$ cat src/rtl/rss_pkg.sv
package rss_pkg;
  localparam int NUM_SRC = 10;
  localparam int WORD_W  = 32;
  localparam int CFG_W   = 4;
  localparam int CTL_W   = 2;

  // status bit position of request index i
  function automatic int src_pos(input int i);
    case (i)
      0: return 0;
      1: return 1;
      2: return 3;
      3: return 4;
      default: return i + 12;
    endcase
  endfunction

  function automatic logic [WORD_W-1:0] spread(input logic [NUM_SRC-1:0] v);
    logic [WORD_W-1:0] w;
    w = '0;
    for (int i = 0; i < NUM_SRC; i++) w[src_pos(i)] = v[i];
    return w;
  endfunction

  function automatic logic pin0_ok(input logic [CFG_W-1:0] cfg,
                                   input logic [CTL_W-1:0] ctl);
    return ((cfg == 4'hD) || (cfg == 4'hE)) && ((ctl == 2'b01) || (ctl == 2'b10));
  endfunction

  localparam logic [NUM_SRC-1:0] RESET_SRC  = NUM_SRC'(10'b00_0001_0001);
  localparam logic [WORD_W-1:0]  RESET_WORD = spread(RESET_SRC);
  localparam logic [WORD_W-1:0]  USED_MASK  = spread('1);
endpackage

$ cat src/rtl/rss_qualify.sv
module rss_qualify
  import rss_pkg::*;
(
  input  logic [NUM_SRC-1:0] req,
  input  logic [CFG_W-1:0]   cfg,
  input  logic [CTL_W-1:0]   ctl,
  output logic [NUM_SRC-1:0] req_q
);
  always_comb begin
    req_q    = req;
    req_q[0] = req[0] & pin0_ok(cfg, ctl);
  end
endmodule

$ cat src/rtl/rss_cycle_track.sv
module rss_cycle_track
  import rss_pkg::*;
(
  input  logic               clk,
  input  logic               rst_n,
  input  logic [NUM_SRC-1:0] req,
  output logic               req_any,
  output logic               cycle_start,
  output logic               cycle_done
);
  logic in_cycle;

  assign req_any     = |req;
  assign cycle_start = req_any & ~in_cycle;

  always_ff @(posedge clk or negedge rst_n) begin
    if (!rst_n) begin
      in_cycle   <= 1'b0;
      cycle_done <= 1'b0;
    end else begin
      in_cycle   <= req_any;
      cycle_done <= in_cycle & ~req_any;
    end
  end


  done_pulse_chk: assert property (@(posedge clk) disable iff (!rst_n)
    cycle_done |=> !cycle_done);
endmodule

$ cat src/rtl/rss_flag_store.sv
module rss_flag_store
  import rss_pkg::*;
(
  input  logic               clk,
  input  logic               rst_n,
  input  logic [NUM_SRC-1:0] req_q,
  input  logic               req_any,
  input  logic               cycle_start,
  output logic [WORD_W-1:0]  status
);
  logic [WORD_W-1:0] fresh;
  assign fresh = spread(req_q);

  always_ff @(posedge clk or negedge rst_n) begin
    if (!rst_n)           status <= RESET_WORD;
    else if (cycle_start) status <= fresh;
    else if (req_any)     status <= status | fresh;
  end


  sticky_keep_chk: assert property (@(posedge clk) disable iff (!rst_n)
    (req_any && !cycle_start) |=> ((status & $past(status)) == $past(status)));

  idle_frozen_chk: assert property (@(posedge clk) disable iff (!rst_n)
    !req_any |=> $stable(status));

  reserved_zero_chk: assert property (@(posedge clk) disable iff (!rst_n)
    (status & ~USED_MASK) == '0);
endmodule

$ cat src/rtl/rst_source_status.sv
module rst_source_status
  import rss_pkg::*;
(
  input  logic              clk,
  input  logic              rst_n,
  input  logic [9:0]        req,
  input  logic [3:0]        pin0_outcfg,
  input  logic [1:0]        pin0_rstctl,
  input  logic              wr_en,
  input  logic [31:0]       wr_data,
  output logic [31:0]       rd_data,
  output logic              cycle_done
);
  logic [NUM_SRC-1:0] req_q;
  logic               req_any;
  logic               cycle_start;
  logic               wr_touch;

  assign wr_touch = wr_en & (|wr_data | 1'b1);

  rss_qualify u_qual (
    .req   (req),
    .cfg   (pin0_outcfg),
    .ctl   (pin0_rstctl),
    .req_q (req_q)
  );

  rss_cycle_track u_track (
    .clk         (clk),
    .rst_n       (rst_n),
    .req         (req),
    .req_any     (req_any),
    .cycle_start (cycle_start),
    .cycle_done  (cycle_done)
  );

  rss_flag_store u_store (
    .clk         (clk),
    .rst_n       (rst_n),
    .req_q       (req_q),
    .req_any     (req_any),
    .cycle_start (cycle_start),
    .status      (rd_data)
  );


  write_ignored_chk: assert property (@(posedge clk) disable iff (!rst_n)
    (wr_touch && !req_any) |=> $stable(rd_data));

  pin0_gate_chk: assert property (@(posedge clk) disable iff (!rst_n)
    $rose(rd_data[0]) |-> $past(req[0] &&
      (pin0_outcfg == 4'hD || pin0_outcfg == 4'hE) &&
      (pin0_rstctl == 2'b01 || pin0_rstctl == 2'b10)));
endmodule

$ cat config.mk
export PLATFORM = sky130hd
export DESIGN_NAME = rst_source_status
export DESIGN_NICKNAME = d
export VERILOG_FILES = /design/src/rtl/rss_pkg.sv /design/src/rtl/rss_qualify.sv /design/src/rtl/rss_cycle_track.sv /design/src/rtl/rss_flag_store.sv /design/src/rtl/rst_source_status.sv
export SDC_FILE = /design/constraint.sdc
export NUM_CORES = 1
export LEC_CHECK = 0
export ABC_AREA = 1
export BUFFER_PORTS_ARGS = -buffer_cell sky130_fd_sc_hd__buf_2
export CAP_MARGIN = 20
export CORE_MARGIN = 8
export CORE_UTILIZATION = 32
export DETAILED_ROUTE_END_ITERATION = 10
export PLACE_DENSITY = 0.79
export REMOVE_ABC_BUFFERS = 1
export SLEW_MARGIN = 5
export SYNTH_ARGS = -nofsm -noshare
export SYNTH_HDL_FRONTEND = slang
export SYNTH_SLANG_ARGS = --single-unit
$ cat constraint.sdc
create_clock -name clk -period 1 [get_ports clk]
set_input_delay 0.1 -clock clk [delete_from_list [all_inputs] [get_ports clk]]
set_output_delay 0.1 -clock clk [all_outputs]
set_load 0.01 [all_outputs]
* Word level (Yosys, flattened, before mapping) *
Index checks and enable logic that the tools add are counted.

word-level totals
  bits in registers = 34
  output and inout bits = 33
  logic and storage cells = 20

operators by class
  equal/unequal tests = 4
  muxes and demuxes = 2
  bitwise operators = 6
  reduce and logical (&&, ||, !) cells = 5

operators with widths
  kind                                           number
  two-way mux 32 bit                             2
  OR 32 x 22 -> 32 bit                           1
  OR reduction 10 bit                            1
  == test 4 bit, second input constant           2
  bitwise AND 1 bit                              3
  == test 2 x 1 -> 1 bit, second input constant  1
  == test 2 bit, second input constant           1
  logical OR 1 bit                               2
  NOT 1 bit                                      2
  nonzero test 2 bit                             1
  logical AND 1 bit                              1

* Logic depth before layout (Yosys ltp) *
  word-level depth = 7
  mapped depth = 5
  mapped depth without buffers = 5

* Cells and area by module *
Synthesis repeated with hierarchy kept, for this count alone.

second synthesis, totals
  cells, all modules = 99
  area, all modules = 778.2 sq um

by module, submodules not included
  module           instances  cells each  area each (sq um)  seq. area each (sq um)
  rss_flag_store   1          65          561.8              252.7
  rss_qualify      1          20          118.9              0.0
  rss_cycle_track  1          14          97.6               50.0

* Worst setup path before layout *
OpenSTA, ideal clock, no wires.

  kind = flip-flop to flip-flop
  start point = register u_track.in_cycle
  end point = register u_store.status[17]
  data arrival time = 653 ps
  data required time = 883 ps
  setup slack = 230 ps
  cell stages (with the launch flop) = 4
  buffers on the path = 0
  clock period less this slack = 770 ps
  cell sequence = dfrtp_1 -> o21bai_4 -> nand2_1 -> nand2_1

on the way
  word-level cells in the longest chain between the ends = 3
  elaborated cells between the ends (all ways) = 4
  those cells by class = 1 x mux; 2 x bitwise; 1 x reduce/logical

ends and longest elaborated chain
  what                                                             RTL line               RTL
  start, declared                                                  rss_cycle_track.sv:11  logic in_cycle;
  start signal, assigned                                           rss_cycle_track.sv:21  in_cycle <= req_any;
  NOT 1 bit (*)                                                    rss_cycle_track.sv:14  assign cycle_start = req_any & ~in_cycle;
  bitwise AND 1 bit (*)                                            rss_cycle_track.sv:14
  two-way mux 32 bit / nonzero test 2 bit (equally long branches)  -
  end signal, assigned                                             rss_flag_store.sv:16   else if (cycle_start) status <= fresh;
  end signal, assigned                                             rss_flag_store.sv:17   else if (req_any) status <= status | fresh;
  end, declared                                                    rss_flag_store.sv:9    output logic [WORD_W-1:0] status

Every way passes the cells marked *; elsewhere a longest branch is shown, timed or not.
A chain may end at the register's enable or synchronous reset.

* Worst setup path in the final report *
  start point = register u_store.status[0]
  end point = output rd_data[0]

RTL lines
  what           RTL line                 RTL
  end, declared  rst_source_status.sv:11  output logic [31:0] rd_data,

No word-level cell between the ends.

==> run summary <==
Status: finished, violations left
Failing checks: setup timing
Row count: 17
Initial antenna violation count: 0
Post-route setup slack: -0.0135 ns
Detail Route Antenna Nets: 0
Unique masters post-synth: 13
Lkg Pwr: 0.492 nW
Die height: 62.4 um
H-tree levels: 1
Largest net degree at the start of global routing: 13
Slowest CP cell: dfstp_2
Final setup fails: 2
PortBufs: 28
Worst Path Arrival: 0.91 ns
Tot Pwr: 1.05 mW
Delay-heaviest family, CP: flip-flops
Non-filler instance count after layout: 140
Largest incremental delay on the critical path: 0.55 ns
Nets: 164
TritonRoute pass-1 iters: 4
CP Class: flop to output port
I/O pin cnt: 84
Largest cells by area after synthesis: dfrtp_1 (36%), buf_4 (24%), nand2_1 (12%)
Vias/cell: 3.61
Post-Synth Simple-Gate Area: 0.203
Root buffer cell: clkbuf_4
Core box area: 2130 um2
Vias in the first global route: 547
DIE AREA: 3900 um2
Yosys warning count: 0
Crit path time final: 1.01 ns
First-pass GRT wire length: 2450 um
Post-synthesis sequential area ratio: 0.439
Final wirelength: 1480 um
CP startpoint kind: flop
Slew Viols, Final: 0
Post-Synth Adder-Cell Area: 0
Initial Util: 0.324
Multiplexer share of the synthesized area: 0
TritonCTS clock tree: yes
Placer congestion estimate: 0.711
Layout cells sized above 1: 0.366
Die width: 62.4 um
Clock Sinks: 12
CTS Buf Count: 3
Synth Area in XOR/XNOR: 0.0254
Post-CTS setup buffer count: 0
Ant diodes: 0
Clock-pin slew on the worst setup and hold paths: 0.08 ns
Fmax achieved: 987 MHz
Hold_ws: 0.0259 ns
Worst skew pair latency: 0.27 ns
P&R area growth vs syn: 21.4%
Synth Area in Compound Gates: 0.0272
# DRC: 0
CP bufs+invs: 1
Crit path required time: 0.90 ns
Setup crit end kind: output port
Final Cycle Share: 1.01
PwrDens: 1250 nW/um2
Cell Chain, Critical Path: buf_6
Largest family of logic cells by synthesized area: buffers and inverters
Top cell type's share of synthesized area: 0.363
RSZ-0062 raised after global routing: true
Synth Area per Inst: 8.62 um2
Commonest non-fill, non-tap cell in the layout: buf_2
Worst-path fanout max: 2
GRT Util Overall: 0.0769
Fin. Hold Viols: 0
WL/cell: 10.6 um
Filler instances: 226
Worst VDD drop: 0.000449 V
Cells after Synth: 80
Register bit total from synthesis: 12
First DRT Iteration DRCs: 9
Synth area leader: dfrtp_1
Routed via count: 506
Most frequent cells in the layout: buf_2 (26), nand2_1 (22), conb_1 (22)
Grt total ovfl: 0
CTS Buffer Depth: 2
Hold Crit Class: primary input to flop
Max-cap violations: 0
Setup WS pre-CTS: 0.0586 ns
Worst Skew: 0.00330 ns
Inst Count DP: 135
Mapped Area: 689 um2
HPWL Detailed: 1250 um
worst paths after layout:
check	from	end	slack, ns	depth (start not counted)
worst max-delay path	u_store.status[0]$_DFFE_PN1P_	rd_data[0]	-0.01	1
worst min-delay path	req[3]	u_store.status[4]$_DFFE_PN0P_	0.03	3
worst max register to register	u_track.in_cycle$_DFF_PN0_	u_store.status[21]$_DFFE_PN0P_	0.15	3
worst min register to register	u_store.status[17]$_DFFE_PN0P_	u_store.status[17]$_DFFE_PN0P_	0.47	2
max in group asynchronous	rst_n	u_store.status[0]$_DFFE_PN1P_	0.51	2
min in group asynchronous	rst_n	u_track.in_cycle$_DFF_PN0_	0.23	2
synth_stat cells:
master,number
o21bai_4,1
conb_1,1
or2_4,1
inv_1,11
nor2_2,4
xor2_1,2
nand3_2,1
nor2_1,2
dfstp_2,2
dfrtp_1,10
buf_4,22
nand2_1,22
nand4_1,1
metal layers:
layer,wire length (um),vias to the layer above,global-route usage,part of all wire
met2,781,23,0.136,0.53
met1,516,226,0.0683,0.35
met5,0,-,0,0
met4,10,0,0.0342,0.0068
li1,-,255,-,-
met3,171,2,0.0466,0.12
state kept, by name, summed over array words and instances (netlist names):
register	count
u_store.status	10
u_track.cycle_done	1
u_track.in_cycle	1
power by group:
part | switching, mW | internal [mW] | total (mW)
registers | 0.00836 | 0.504 | 0.512
clock network | 0.159 | 0.221 | 0.380
logic | 0.0958 | 0.0607 | 0.156
metrics by stage:
step / utilization / instance area, um2 / setup TNS [ns]
finish: 0.394 / 837 / -0.0174
global route: 0.394 / 837 / -0.0715
CTS: 0.394 / 837 / -0.0334
detailed placement: 0.366 / 778 / 0
global placement: 0.366 / 778 / 0
floorplan: - / 603 / 0
cells by family after synthesis:
kind of cell,Yosys count
compound gates,1
flops,12
other cells,1
buf+inv,33
simple gates,31
xor+xnor,2
layout make-up:
cell class	count	area (um2)	share of cell area
flip-flops and latches	12	303	0.362
multi-input cells	56	259	0.309
repair buffers	29	163	0.194
inverters	11	41.3	0.0493
clock buffers	4	36.3	0.0433
well taps	28	35.0	0.0419
what timing repair did:
action	4_1_cts	5_1_grt
endpoints found under the hold margin	12	0
setup endpoints to repair	2	2
gates resized for setup	2	0
hold buffers	1	0
(Power assumes the default switching activity.)
